File: src/rtl/irq_regblk_pkg.sv
package irq_regblk_pkg;

   localparam int unsigned OFF_STATUS  = 'h00;
   localparam int unsigned OFF_MASK    = 'h04;
   localparam int unsigned OFF_ENABLE  = 'h08;
   localparam int unsigned OFF_DISABLE = 'h0C;
   localparam int unsigned OFF_TRIGGER = 'h10;

   typedef struct packed {
      logic sel_stat;
      logic sel_mask;
      logic sel_en;
      logic sel_dis;
      logic sel_trig;
   } reg_sel_t;

endpackage

File: src/rtl/irq_addr_dec.sv
module irq_addr_dec
   import irq_regblk_pkg::*;
#(
   parameter int unsigned ADDR_W = 8
) (
   input  logic [ADDR_W-1:0] addr,
   output reg_sel_t          sel
);

   always_comb begin
      sel.sel_stat = (addr == ADDR_W'(OFF_STATUS));
      sel.sel_mask = (addr == ADDR_W'(OFF_MASK));
      sel.sel_en   = (addr == ADDR_W'(OFF_ENABLE));
      sel.sel_dis  = (addr == ADDR_W'(OFF_DISABLE));
      sel.sel_trig = (addr == ADDR_W'(OFF_TRIGGER));
   end

endmodule

File: src/rtl/irq_status_bank.sv
module irq_status_bank #(
   parameter int unsigned NUM_SRC = 10
) (
   input  logic               clk,
   input  logic               rst_n,
   input  logic [NUM_SRC-1:0] src_hit,
   input  logic               clr_en,
   input  logic               trig_en,
   input  logic [NUM_SRC-1:0] wdata,
   output logic [NUM_SRC-1:0] status
);

   for (genvar i = 0; i < NUM_SRC; i++) begin : g_bit
      always_ff @(posedge clk) begin
         if (!rst_n)
            status[i] <= 1'b0;
         else
            status[i] <= src_hit[i]
                       | (trig_en & wdata[i])
                       | (status[i] & ~(clr_en & wdata[i]));
      end
   end

   assert_sticky_R2: assert property (@(posedge clk) disable iff (!rst_n)
      !clr_en |=> ((status & $past(status)) == $past(status)));

   assert_set_wins_R10: assert property (@(posedge clk) disable iff (!rst_n)
      (|src_hit) |=> ((status & $past(src_hit)) == $past(src_hit)));

   assert_trigger_sets_R7: assert property (@(posedge clk) disable iff (!rst_n)
      trig_en |=> ((status & $past(wdata)) == $past(wdata)));

endmodule

File: src/rtl/irq_mask_bank.sv
module irq_mask_bank #(
   parameter int unsigned NUM_SRC = 10
) (
   input  logic               clk,
   input  logic               rst_n,
   input  logic               en_wr,
   input  logic               dis_wr,
   input  logic [NUM_SRC-1:0] wdata,
   output logic [NUM_SRC-1:0] mask
);

   localparam logic [NUM_SRC-1:0] MASK_RST = '1;

   logic [NUM_SRC-1:0] unmask_bits;
   logic [NUM_SRC-1:0] mask_bits;

   assign unmask_bits = en_wr  ? wdata : '0;
   assign mask_bits   = dis_wr ? wdata : '0;

   always_ff @(posedge clk) begin
      if (!rst_n)
         mask <= MASK_RST;
      else
         mask <= (mask & ~unmask_bits) | mask_bits;
   end

   assert_enable_clears_R4: assert property (@(posedge clk) disable iff (!rst_n)
      (en_wr && !dis_wr) |=> ((mask & $past(wdata)) == '0));

   assert_disable_sets_R5: assert property (@(posedge clk) disable iff (!rst_n)
      dis_wr |=> ((mask & $past(wdata)) == $past(wdata)));

endmodule

File: src/rtl/irq_read_mux.sv
module irq_read_mux
   import irq_regblk_pkg::*;
#(
   parameter int unsigned NUM_SRC  = 10,
   parameter int unsigned DATA_W   = 32,
   parameter bit          READ_REG = 1'b1
) (
   input  logic               clk,
   input  logic               rst_n,
   input  logic               rd,
   input  reg_sel_t           sel,
   input  logic [NUM_SRC-1:0] status,
   input  logic [NUM_SRC-1:0] mask,
   output logic [DATA_W-1:0]  rdata
);

   logic [DATA_W-1:0] word;

   always_comb begin
      word = '0;
      if (sel.sel_stat)      word = DATA_W'(status);
      else if (sel.sel_mask) word = DATA_W'(mask);
   end

   if (READ_REG) begin : g_reg
      always_ff @(posedge clk) begin
         if (!rst_n)
            rdata <= '0;
         else if (rd)
            rdata <= word;
      end

      assert_read_hold_R12: assert property (@(posedge clk) disable iff (!rst_n)
         !rd |=> $stable(rdata));
   end else begin : g_comb
      logic unused_rd_path;
      assign unused_rd_path = clk ^ rst_n ^ rd;
      assign rdata = word;
   end

endmodule

File: src/rtl/irq_regblk.sv
module irq_regblk
   import irq_regblk_pkg::*;
#(
   parameter int unsigned NUM_SRC  = 10,
   parameter int unsigned ADDR_W   = 8,
   parameter int unsigned DATA_W   = 32,
   parameter bit          READ_REG = 1'b1
) (
   input  logic               clk,
   input  logic               rst_n,
   input  logic [ADDR_W-1:0]  bus_addr,
   input  logic               bus_wr,
   input  logic [DATA_W-1:0]  bus_wdata,
   input  logic               bus_rd,
   output logic [DATA_W-1:0]  bus_rdata,
   input  logic [NUM_SRC-1:0] src_hit,
   output logic               irq_out
);

   if (NUM_SRC < 1 || NUM_SRC >= DATA_W) begin : g_bad_width
      $error("irq_regblk: NUM_SRC must lie between 1 and DATA_W-1");
   end
   if (ADDR_W < 5) begin : g_bad_addr
      $error("irq_regblk: ADDR_W too narrow for the register window");
   end

   reg_sel_t           sel;
   logic [NUM_SRC-1:0] status;
   logic [NUM_SRC-1:0] mask;
   logic [NUM_SRC-1:0] wbits;
   logic               unused_wdata_hi;

   assign wbits           = bus_wdata[NUM_SRC-1:0];
   assign unused_wdata_hi = ^bus_wdata[DATA_W-1:NUM_SRC];

   irq_addr_dec #(.ADDR_W(ADDR_W)) u_dec (
      .addr (bus_addr),
      .sel  (sel)
   );

   irq_status_bank #(.NUM_SRC(NUM_SRC)) u_status (
      .clk     (clk),
      .rst_n   (rst_n),
      .src_hit (src_hit),
      .clr_en  (bus_wr & sel.sel_stat),
      .trig_en (bus_wr & sel.sel_trig),
      .wdata   (wbits),
      .status  (status)
   );

   irq_mask_bank #(.NUM_SRC(NUM_SRC)) u_mask (
      .clk    (clk),
      .rst_n  (rst_n),
      .en_wr  (bus_wr & sel.sel_en),
      .dis_wr (bus_wr & sel.sel_dis),
      .wdata  (wbits),
      .mask   (mask)
   );

   irq_read_mux #(
      .NUM_SRC  (NUM_SRC),
      .DATA_W   (DATA_W),
      .READ_REG (READ_REG)
   ) u_rmux (
      .clk    (clk),
      .rst_n  (rst_n),
      .rd     (bus_rd),
      .sel    (sel),
      .status (status),
      .mask   (mask),
      .rdata  (bus_rdata)
   );

   assign irq_out = |(status & ~mask);

   assert_mask_readonly_R6: assert property (@(posedge clk) disable iff (!rst_n)
      (bus_wr && sel.sel_mask) |=> $stable(mask));

   assert_irq_cause_R9: assert property (@(posedge clk) disable iff (!rst_n)
      $rose(irq_out) |-> (!$stable(status) || !$stable(mask)));

   assert_upper_zero_R11: assert property (@(posedge clk) disable iff (!rst_n)
      bus_rdata[DATA_W-1:NUM_SRC] == '0);

endmodule

File: config.mk
export PLATFORM = sky130hd
export DESIGN_NAME = irq_regblk
export DESIGN_NICKNAME = d
export VERILOG_FILES = /design/src/rtl/irq_regblk_pkg.sv /design/src/rtl/irq_addr_dec.sv /design/src/rtl/irq_status_bank.sv /design/src/rtl/irq_mask_bank.sv /design/src/rtl/irq_read_mux.sv /design/src/rtl/irq_regblk.sv
export SDC_FILE = /design/constraint.sdc
export NUM_CORES = 1
export LEC_CHECK = 0
export ABC_AREA = 1
export ABC_CLOCK_PERIOD_IN_PS = 2520
export BUFFER_PORTS_ARGS = -buffer_cell sky130_fd_sc_hd__buf_4
export CAP_MARGIN = 20
export CORE_ASPECT_RATIO = 0.6
export CORE_MARGIN = 3
export CORE_UTILIZATION = 45
export CTS_BUF_LIST = sky130_fd_sc_hd__clkbuf_8
export CTS_CLUSTER_DIAMETER = 60
export DETAILED_ROUTE_END_ITERATION = 8
export GPL_TIMING_DRIVEN = 0
export PLACE_DENSITY = 0.79
export REMOVE_ABC_BUFFERS = 1
export SETUP_SLACK_MARGIN = 0.05
export SLEW_MARGIN = 20
export SYNTH_ARGS = -nofsm -noshare
export SYNTH_HDL_FRONTEND = slang
export SYNTH_HIERARCHICAL = 1
export SYNTH_SLANG_ARGS = --single-unit
File: constraint.sdc
create_clock -name clk -period 2.52 [get_ports clk]
set_input_delay 0.504 -clock clk [delete_from_list [all_inputs] [get_ports clk]]
set_output_delay 0.504 -clock clk [all_outputs]
set_load 0.02 [all_outputs]
==> qor.yml <==
outcome: "complete, no violations"
ff2ff_path_depth: 4
yosys-mux-area-fraction_pct: 0
port_buffers: 42
slew-limit-headroom_pct: 46.73
worst_hold_path_type: "input port to flip-flop"
grt_remaining_overflow: 0
tightest_slew_ns: 0.7982
cp_data_required_time_ns: 2.69
global_route_usage_sum_pct: 18.58
hold_viol_final: 0
cp-end-kind: "flip-flop"
synthesis.area_mm2: 0.001702
utilization_pct: 57.92
post_route_cells_drive_above_1_share_pct: 16.99
combinational_family_with_the_most_area_after_synthesis: "simple AND/OR/NAND/NOR gates"
critPathTopFamily: "simple AND/OR/NAND/NOR gates"
intPower_uw: 737.2
synthesized_area_fraction_occupied_by_ao_oa_aoi_and_oai_cells_pct: 12.28
unrepaired_setup_endpoints_after_global_routing: "no"
route.antenna.remaining_nets: 0
wirelength_um: 4175
num_antenna_cells: 0
switching_share_pct: 27.84
combPwrFrac_pct: 15.4
initial_antenna_violation_count: 0
timing.critical_path.slowest_stage_cell: "nor2_2"
num_rows: 16
die_y_um: 53.63
detail_route.first_pass.iterations: 4
critical_path.cell_chain: "buf_4, nor2_1, nand2_1, nor2_2, nand2_1, inv_1, nand2_1, nand2_1, a21oi_1"
grt_pass1_vias: 1428
hold_depth: 3
setup_tns_ns: 0
maximum_fanout_along_the_worst_path: 21
maxClockFrequency_mhz: 487.7
postCtsHoldBufs: 0
detail_route.iter0.violations: 91
synthSimpleGateAreaFrac_pct: 33.68
critPathLaunchType: "input port"
cts_buffers: 5
grt_start_max_net_pins: 22
post-cts-setup-buffer-count: 0
drcViolationCount: 0
cts.sink_count: 30
crit-reg2reg-capture: "u_rmux/rdata[8]$_SDFFE_PN0P_"
syn_to_final_growth_pct: 17.21
yosys_warnings: 6
clk_pin_slew_ns: 0.06
tritoncts: "built"
synthesis.area_per_instance_um2: 6.233
clk_root_buffer_cell: "clkbuf_8"
fin_nets: 366
crit_path_start: "bus_addr[5]"
initial_standard_cell_utilization_of_the_core_pct: 49.42
post_drt_via_cell_ratio: 4.636
r2r_start: "u_mask/mask[8]$_SDFF_PN1_"
power.density_cell_area_mw_per_mm2: 512.3
post_cts_resized: 0
drv_slew: 0
vdd.ir_drop.worst_uv: 286.1
slack_of_the_worst_reg_to_reg_path_ns: 1.74
ios: 87
switchingPower_uw: 284.5
clock_insertion_delay_worst_skew_ns: 0.29
wp_buf_inv: 2
die-area_mm2: 0.004579
min_period_ns: 2.051
hold-path-endpoint: "u_mask/mask[8]$_SDFF_PN1_"
core-area_mm2: 0.003443
fin_skew_ns: 0.002564
crit_top_cell: "nand2_1"
gp_congestion: 0.7687
timing_worst_setup_path_type: "input port to flip-flop"
synthXorXnorAreaFrac_pct: 0
post-dp-hpwl_um: 2969
grt_pass1_wl_um: 6499
synth_adder_area_share_pct: 0
proportion_of_power_drawn_by_the_clock_network_pct: 35.0
worst_path_largest_cell_delay_ns: 0.65
via_count_of_the_routed_design: 1655
max_capacitance_violation_count: 0
pwr-share-seq_pct: 49.6
route.detailed.wl_per_inst_um: 11.69
cts-root-to-sink-buffers: 2
hold_start: "bus_wdata[8]"
postSynthCellCount: 273
final-setup-viol-count: 0
number_of_different_library_cells_in_the_post_synthesis_netlist: 17
synth-seq-cells: 30
worstPathArrival_ns: 2.22
yosysSeqAreaShare_pct: 35.29
fin_crit_sh_pct: 81.37
cellLeakagePower_uw: 0.001103
die-width_um: 85.39
htree_levels: 2
[power by group through the flow]
stage	clock network (uW)	logic (uW)	registers [uW]
3_5_place_dp	0	156	517
4_1_cts	363	156	507
3_3_place_gp	0	153	516
5_1_grt	390	174	509
6_report	358	157	507
2_1_floorplan	0	71.7	524
[registers in the layout, indices dropped and copies added (netlist names)]
signal / cells
u_mask/mask: 10
u_rmux/rdata: 10
u_status/status: 10
[worst max-delay path by stage]
stage | to | slack (ns) | cells after the start
6_report | u_status/status[0]$_SDFF_PN0_ | 0.47 | 9
3_3_place_gp | u_status/status[7]$_SDFF_PN0_ | -0.06 | 9
5_1_grt | u_status/status[0]$_SDFF_PN0_ | 0.34 | 9
2_1_floorplan | u_status/status[7]$_SDFF_PN0_ | 0.53 | 8
4_1_cts | u_status/status[0]$_SDFF_PN0_ | 0.51 | 9
3_5_place_dp | u_status/status[0]$_SDFF_PN0_ | 0.20 | 9
[worst reg2reg max path, stage by stage, from the launching register on]
cell	delay, ns
dfxtp_1	0.32
nand2_1	0.07
nor2_1	0.05
nor2_1	0.17
nor2_1	0.06
[final cells by class]
cell class	instances	area, um2
clock inverters	2	7.507
repair buffers	42	315.3
well taps	45	56.30
clock buffers	5	68.82
multi-input cells	212	867.1
inverters	21	78.83
flip-flops and latches	30	600.6
fillers	359	1449
[logic make-up after synthesis]
group	after synthesis
AND/OR/NAND/NOR	149
buffers and inverters	52
flip-flops	30
other	1
AO/OA/AOI/OAI	41
[per-stage QoR]
step / instance area (um2) / power (uW) / setup WS [ns] / cells / hold slack [ns]
floorplan: 1544 / 595.2 / 0.5330 / 263 / 0.4393
global placement: 1916 / 669.3 / -0.06356 / 350 / 0.4560
detailed placement: 1918 / 672.6 / 0.2025 / 350 / 0.4577
CTS: 1994 / 1026 / 0.5076 / 357 / 0.4285
global route: 1994 / 1073 / 0.3441 / 357 / 0.4424
finish: 1994 / 1022 / 0.4694 / 357 / 0.4371
[per-layer routing]
metal | share of wire, % | GRT usage (%) | vias to the layer above | wire length [um]
met5 | 0 | 0 | - | 0
met4 | 1.4 | 8.421 | 0 | 57
met3 | 11 | 5.505 | 7 | 447
met2 | 43 | 30.54 | 68 | 1807
met1 | 45 | 22.96 | 712 | 1862
li1 | - | - | 868 | -
[layout by cell type, fill, tap and decap left out, types with 2 or more instances in the layout]
| cell | n |
|---|---|
| o21ai_0 | 11 |
| buf_4 | 42 |
| inv_1 | 21 |
| nor2_1 | 41 |
| clkbuf_8 | 5 |
| a21oi_1 | 29 |
| nand2_1 | 103 |
| nor2_2 | 2 |
| conb_1 | 22 |
| dfxtp_1 | 30 |
[cells in the mapped netlist]
cell,n,area (um2)
nor2_1,42,157.7
conb_1,1,3.750
nand2_1,103,386.6
inv_2,1,3.750
a21oi_2,1,8.760
dfxtp_1,30,600.6
o21ai_0,11,55.05
buf_4,25,187.7
nand2_2,1,6.260
nand3_1,1,5.000
nor2_4,1,11.26
clkinv_1,1,3.750
inv_1,19,71.32
buf_6,3,33.78
a21oi_1,29,145.1
buf_2,3,15.01
nor2_2,1,6.260
No activity file was read; power rests on OpenSTA's default activity.
